[src/rtl/piso_pkg.sv]
package piso_pkg;
  // One shift step: stage 0 takes the serial bit, others move up by one.
  function automatic logic [7:0] shift_step(input logic [7:0] cur, input logic sin);
    return {cur[6:0], sin};
  endfunction

  // Combined shift clock of the two external lines.
  function automatic logic gate_clk(input logic c, input logic inh);
    return c | inh;
  endfunction
endpackage

[src/rtl/piso_sync.sv]
module piso_sync #(
  parameter int W      = 1,
  parameter int DEPTH  = 2,
  parameter logic [W-1:0] RST_VAL = '0
) (
  input  logic         clk,
  input  logic         rst,
  input  logic [W-1:0] d,
  output logic [W-1:0] q
);
  logic [W-1:0] chain [DEPTH];

  for (genvar i = 0; i < DEPTH; i++) begin : g_flop
    always_ff @(posedge clk) begin
      if (rst) chain[i] <= RST_VAL;
      else     chain[i] <= (i == 0) ? d : chain[(i == 0) ? 0 : i-1];
    end
  end

  assign q = chain[DEPTH-1];
endmodule

[src/rtl/piso_edge.sv]
module piso_edge (
  input  logic clk,
  input  logic rst,
  input  logic clk_s,
  input  logic inh_s,
  output logic rise,
  output logic inh_err
);
  import piso_pkg::*;

  logic clk_q, inh_q;
  logic gclk_now, gclk_prev;

  always_ff @(posedge clk) begin
    if (rst) begin
      clk_q <= 1'b0;
      inh_q <= 1'b0;
    end else begin
      clk_q <= clk_s;
      inh_q <= inh_s;
    end
  end

  assign gclk_now  = gate_clk(clk_s, inh_s);
  assign gclk_prev = gate_clk(clk_q, inh_q);
  assign rise      = gclk_now & ~gclk_prev;
  assign inh_err   = inh_s & ~inh_q & ~clk_s;
endmodule

[src/rtl/piso_stages.sv]
module piso_stages #(
  parameter int N = 8
) (
  input  logic         clk,
  input  logic         rst,
  input  logic         load,
  input  logic         shift,
  input  logic         sin,
  input  logic [N-1:0] par,
  output logic [N-1:0] stages
);
  import piso_pkg::*;

  always_ff @(posedge clk) begin
    if (rst)        stages <= '0;
    else if (load)  stages <= par;
    else if (shift) stages <= shift_step(stages, sin);
  end
endmodule

[src/rtl/piso_gated_shreg.sv]
module piso_gated_shreg #(
  parameter int STAGES    = 8,
  parameter int SYNC_LVLS = 2
) (
  input  logic              clk_i,
  input  logic              rst_i,
  input  logic              gclk_pin_i,
  input  logic              ginh_pin_i,
  input  logic              load_n_i,
  input  logic              ser_i,
  input  logic [STAGES-1:0] par_i,
  output logic              q_o,
  output logic              q_n_o,
  output logic              inh_err_o
);
  localparam int CTRL_W = 3;

  logic [CTRL_W-1:0] ctrl_s;
  logic              clk_s, inh_s, load_n_s;
  logic              ser_s;
  logic [STAGES-1:0] par_s;
  logic              load_act, rise, shift_fire;
  logic [STAGES-1:0] stage_q;

  // Control lines; load_n resets to inactive (high).
  piso_sync #(.W(CTRL_W), .DEPTH(SYNC_LVLS), .RST_VAL(3'b100)) u_sync_ctrl (
    .clk(clk_i), .rst(rst_i),
    .d({load_n_i, ginh_pin_i, gclk_pin_i}), .q(ctrl_s));

  piso_sync #(.W(STAGES + 1), .DEPTH(SYNC_LVLS), .RST_VAL('0)) u_sync_data (
    .clk(clk_i), .rst(rst_i),
    .d({ser_i, par_i}), .q({ser_s, par_s}));

  assign clk_s    = ctrl_s[0];
  assign inh_s    = ctrl_s[1];
  assign load_n_s = ctrl_s[2];
  assign load_act = ~load_n_s;

  piso_edge u_edge (
    .clk(clk_i), .rst(rst_i), .clk_s(clk_s), .inh_s(inh_s),
    .rise(rise), .inh_err(inh_err_o));

  // Load has priority; a shift only fires with the load inactive.
  assign shift_fire = rise & ~load_act;

  piso_stages #(.N(STAGES)) u_stages (
    .clk(clk_i), .rst(rst_i), .load(load_act), .shift(shift_fire),
    .sin(ser_s), .par(par_s), .stages(stage_q));

  assign q_o   = stage_q[STAGES-1];
  assign q_n_o = ~stage_q[STAGES-1];
endmodule

[config.mk]
export PLATFORM = sky130hd
export DESIGN_NAME = piso_gated_shreg
export DESIGN_NICKNAME = d
export VERILOG_FILES = /design/src/rtl/piso_pkg.sv /design/src/rtl/piso_sync.sv /design/src/rtl/piso_edge.sv /design/src/rtl/piso_stages.sv /design/src/rtl/piso_gated_shreg.sv
export SDC_FILE = /design/constraint.sdc
export NUM_CORES = 1
export LEC_CHECK = 0
export ABC_AREA = 0
export BUFFER_PORTS_ARGS = -buffer_cell sky130_fd_sc_hd__buf_2
export CAP_MARGIN = 0
export CORE_MARGIN = 2
export CORE_UTILIZATION = 50
export CTS_BUF_LIST = sky130_fd_sc_hd__clkbuf_4 sky130_fd_sc_hd__clkbuf_8
export CTS_CLUSTER_SIZE = 24
export DETAILED_ROUTE_END_ITERATION = 12
export GPL_TIMING_DRIVEN = 1
export HOLD_SLACK_MARGIN = 0.1
export PLACE_DENSITY = 0.74
export RECOVER_POWER = 50
export SLEW_MARGIN = 30
export SYNTH_ARGS = -nofsm -noshare
export SYNTH_HDL_FRONTEND = slang
export SYNTH_SLANG_ARGS = --single-unit
[constraint.sdc]
create_clock -name clk_i -period 2.6 [get_ports clk_i]
set_clock_uncertainty 0.1 [all_clocks]
set_input_delay 0.26 -clock clk_i [delete_from_list [all_inputs] [get_ports clk_i]]
set_output_delay 0.26 -clock clk_i [all_outputs]
set_load 0.01 [all_outputs]
## After elaboration in Yosys (flattened, before gate mapping)

Memory sizes are Yosys's and may differ from the RTL's.
Index checks and enable logic that the tools add are counted.

| cells by class | value |
|---|---|
| bitwise operators | 14 |
| mux-type cells | 9 |
| eq/ne operators | 1 |

Operator list:

| operator | number |
|---|---|
| two-way mux 9 bit | 2 |
| two-way mux 8 bit | 2 |
| two-way mux 3 bit | 2 |
| OR 1 bit | 6 |
| AND 1 bit | 4 |
| inverter 1 bit | 4 |
| two-way mux 1 bit | 3 |
| != test 2 x 1 -> 1 bit, second input constant | 1 |

| storage, ports and cells | value |
|---|---|
| output and inout port bits | 3 |
| bits of input ports | 14 |
| logic and storage cells | 29 |
| memory bits (writable) | 24 |
| register bits | 10 |
| memories | 2 |

Memory list:

| name | words | width | rd ports | clocked after memory_dff | write ports | line | RTL |
|---|---|---|---|---|---|---|---|
| u_sync_data.chain | 2 | 9 | 2 | 0 | 2 | piso_sync.sv:11 | `logic [W-1:0] chain [DEPTH];` |
| u_sync_ctrl.chain | 2 | 3 | 2 | 0 | 2 | piso_sync.sv:11 |  |

## Longest topological paths before layout

| logic depth | value |
|---|---|
| word-level depth | 6 |
| depth in mapped cells | 4 |
| mapped depth without buffers | 3 |

## Cells and area by module

Synthesis repeated with hierarchy kept, for this count alone.

| unflattened totals | value |
|---|---|
| cell total of the unflattened synthesis | 94 |
| area total of the unflattened synthesis | 1111.1 um^2 |

Modules (own cells, without submodules):

| module | cells each | instances | seq. area each (um^2) | area an instance (um^2) |
|---|---|---|---|---|
| piso_sync at u_sync_data | 37 | 1 | 360.3 | 489.2 |
| piso_stages | 35 | 1 | 160.2 | 369.1 |
| piso_sync at u_sync_ctrl | 12 | 1 | 120.1 | 157.7 |
| piso_edge | 7 | 1 | 40.0 | 81.3 |
| piso_gated_shreg | 3 | 1 | 0.0 | 13.8 |

## Least setup slack after synthesis

No wires, ideal clock.

| timing | value |
|---|---|
| kind | register to register |
| from | mem u_sync_ctrl.chain[1][0] in the netlist's numbering |
| to | reg u_stages.stages[0] |
| slack | 1.259 ns |
| cell stages (with the launch flop) | 5 |
| library setup time | 0.103 ns |
| arrival time | 1.138 ns |
| cells stage by stage | dfxtp_1 -> or2_1 -> buf_6 -> and4b_1 -> a2111oi_2 |

RTL lines:

| what | line | RTL |
|---|---|---|
| start, declared | piso_sync.sv:11 |  |
| end signal, assigned | piso_stages.sv:16 | `else if (load) stages <= par;` |
| end signal, assigned | piso_stages.sv:17 | `else if (shift) stages <= shift_step(stages, sin);` |
| end, declared | piso_stages.sv:10 | `output logic [N-1:0] stages` |

## Worst setup path in the final report

| timing | value |
|---|---|
| from | reg u_edge.inh_q |
| to | reg u_stages.stages[5] |

| between the ends | value |
|---|---|
| cells in the longest elaborated chain, start to end | 5 |

RTL lines:

| what | line | RTL |
|---|---|---|
| start, declared | piso_edge.sv:11 | `logic clk_q, inh_q;` |
| start signal, assigned | piso_edge.sv:20 | `inh_q <= inh_s;` |
| OR 1 bit | piso_pkg.sv:9 | `return c \| inh;` |
| inverter 1 bit | piso_edge.sv:26 | `assign rise = gclk_now & ~gclk_prev;` |
| AND 1 bit | piso_edge.sv:26 |  |
| AND 1 bit | piso_gated_shreg.sv:44 | `assign shift_fire = rise & ~load_act;` |
| != test 2 x 1 -> 1 bit (no source line) | - |  |

No other way between the ends.
A chain may end at the register's enable or synchronous reset.

==> reports/summary.txt <==
Remaining DRCs: 0
Final setup TNS: 0 ns
Initial antenna violation count: 0
R2r startpoint: u_edge.inh_q
Tcrit/Tclk final: 0.583
Net switching power: 0.218 mW
Final GP Congestion: 0.775
Post-CTS Setup Bufs: 0
Worst-path cell chain: nor2_1 > nand2_1 > a2111oi_1
Netlist cell types: 18
Min-Delay Path Class: reg2reg
Die ar.: 2720 sq um
Hold Crit Depth: 1
Fmax achieved: 660 MHz
Setup crit end kind: flop
Area grow syn2layout: 23.5%
CP required: 2.70 ns
Crit path max fanout: 9
Yosys reg bits: 34
H-Tree Level Count: 2
Starting density of the core: 0.528
Area of the multi-input gates: 447 sq um
Vias in the first global route: 734
Slowest cell on the critical path: nor2_1
Leak: 0.577 nW
Commonest non-fill, non-tap cell in the layout: dfxtp_1
Max Root-Sink Buffers: 2
Cts bufs inserted: 5
Fin. max-slew vios: 35
Reg clk slew, reported paths: 0.10 ns
R2r endpoint: u_stages.stages[5]
Failing checks: max-capacitance violations, max-slew violations
Number of routed nets with antenna violations: 0
Via density: 4.60
Worst setup SP type: flop
Root Buffer: clkbuf_4
Cells after synthesis: 103
Tmin final: 1.52 ns
Die width: 52.1 um
MaxCap Viol Count: 1
Antenna diodes: 0
Core Area: 2190 sq um
Least-Margin Pin Slew: 1.53 ns
HP Start: u_sync_ctrl.chain[0][2]
Setup CP Type: reg2reg
Worst reg2reg path depth: 3
CTS tree: built
Placed Instances: 142
Syn avg cell area: 11.2 sq um
RSZ-0062 raised after global routing: no
Die H: 52.1 um
Mapped Area: 1160 sq um
PD cells: 675 nW/um^2
CTS Sinks: 34
Crit path DAT: 1.62 ns
Reg2reg setup slack: 1.08 ns
Reg area: 681 sq um
TritonRoute pass-1 iters: 5
Syn nets: 117
Slew HR: -0.0232
First-pass GRT wire length: 3020 um
Switch share: 0.226
DR vias: 746
Ports: 17
Fin nets: 147
Seq pwr share: 0.580
Status: finished, violations left
Min-Delay Endpoint: u_sync_ctrl.chain[1][2]
Final hold violations: 0
Commonest cells after routing, fill and taps aside: dfxtp_1 (34), nor2b_1 (30), buf_2 (15), dlygate4sd3_1 (12), nor2_1 (9)
Port Buf Inserts: 16
1st-iter DRT viols: 12
GRT Overall Usage: 0.160
GRT overflow: 0
Synthesis Warnings: 0
Sequential-to-total area share from yosys stat: 0.588
Filler cells: 190
Layout cell share with drive strength beyond 1: 0.246
Rows: 17
Post-Layout Cell Count: 162
Final setup fails: 0
Routed len/inst: 10.6 um
Pin count of the biggest net entering global routing: 35
Internal: 0.746 mW
Maximum vdd drop: 0.412 mV
Critical Path Max Stage Delay: 0.41 ns
Hpwl dp: 1070 um
Clock Power Share: 0.314
Power, Total: 0.965 mW
Clock Latency Late Sink: 0.32 ns
Hold WS: 0.318 ns
Comb power frac: 0.106
WL final: 1720 um
==> worst max-delay path by stage <==
stage | from | to | slack (ns) | cells past startpoint
after floorplan | u_sync_ctrl.chain[1][0] | u_stages.stages[0] | 1.26 | 4
after global placement | u_edge.inh_q | u_stages.stages[5] | 1.18 | 3
after detailed placement | u_edge.inh_q | u_stages.stages[5] | 1.11 | 3
after CTS | u_edge.inh_q | u_stages.stages[5] | 1.08 | 3
after global routing | u_sync_ctrl.chain[1][2] | u_stages.stages[6] | 0.93 | 3
final | u_edge.inh_q | u_stages.stages[5] | 1.08 | 3
==> worst max-delay path, delay by kind of cell, from the launching register on <==
kind            cells  cell delay (ns)
compound gates      1             0.37
simple gates        2             0.58
flops               1             0.34
==> cell type report <==
cell class / count / share of cell area
clock inverter: 1 / 0.00350
tap: 28 / 0.0245
inverter: 1 / 0.00263
multi-input combinational: 63 / 0.313
sequential: 34 / 0.476
timing repair buffer: 28 / 0.139
clock buffer: 7 / 0.0412
==> synthesized netlist by cell type <==
| cell | n | share of area |
|---|---|---|
| or2_2 | 2 | 0.011 |
| dfxtp_1 | 34 | 0.59 |
| nor3b_1 | 1 | 0.0065 |
| a21oi_1 | 2 | 0.0086 |
| a2111oi_1 | 1 | 0.0086 |
| buf_6 | 1 | 0.0097 |
| clkbuf_1 | 4 | 0.013 |
| nand2b_1 | 2 | 0.011 |
| or2_1 | 1 | 0.0054 |
| nor4b_1 | 1 | 0.0076 |
| a2111oi_2 | 7 | 0.091 |
| nor2_1 | 9 | 0.029 |
| inv_1 | 1 | 0.0032 |
| and2_4 | 1 | 0.0076 |
| nand2_1 | 1 | 0.0032 |
| nor2b_1 | 30 | 0.16 |
| a21boi_0 | 4 | 0.026 |
| and4b_1 | 1 | 0.0086 |
==> state kept, by name (all words and copies together) (netlist names) <==
register,flops
u_sync_data.chain,18
u_stages.stages,8
u_sync_ctrl.chain,6
u_edge.clk_q,1
u_edge.inh_q,1
==> logic make-up (layout without fill, tap and decap cells) <==
group                  after synthesis  after routing  synth area share
AOI/OAI and AO/OA                   14             14             0.134
buffers and inverters                6             37            0.0259
DFF                                 34             34             0.588
and+or+nand+nor                     49             49             0.252
==> power by group through the flow <==
stage / Clock [mW] / Combinational, mW / Sequential [mW]
finish: 0.303 / 0.103 / 0.559
global route: 0.339 / 0.114 / 0.564
floorplan: 0 / 0.0693 / 0.569
global placement: 0 / 0.0850 / 0.572
detailed placement: 0 / 0.0891 / 0.572
CTS: 0.309 / 0.103 / 0.560
==> layer usage <==
metal | track usage | vias up | share of wire | routed length, um
li1 | - | 400 | - | -
met1 | 0.169 | 329 | 0.46 | 792
met2 | 0.257 | 15 | 0.49 | 847
met3 | 0.0603 | 2 | 0.039 | 67
met4 | 0.118 | 0 | 0.0093 | 16
met5 | 0 | - | 0 | 0
==> stage by stage <==
stage	setup slack, ns	cell area (sq um)	utilization
detailed placement	1.11	1250	0.569
floorplan	1.26	1160	-
finish	1.08	1430	0.652
global placement	1.18	1250	0.569
global route	0.927	1430	0.652
CTS	1.08	1430	0.653
==> what timing repair did <==
action,CTS,global route
resized for setup,0,0
endpoints found under the hold margin,12,0
hold buffers,12,0
Power figures use the tool's default switching activity.
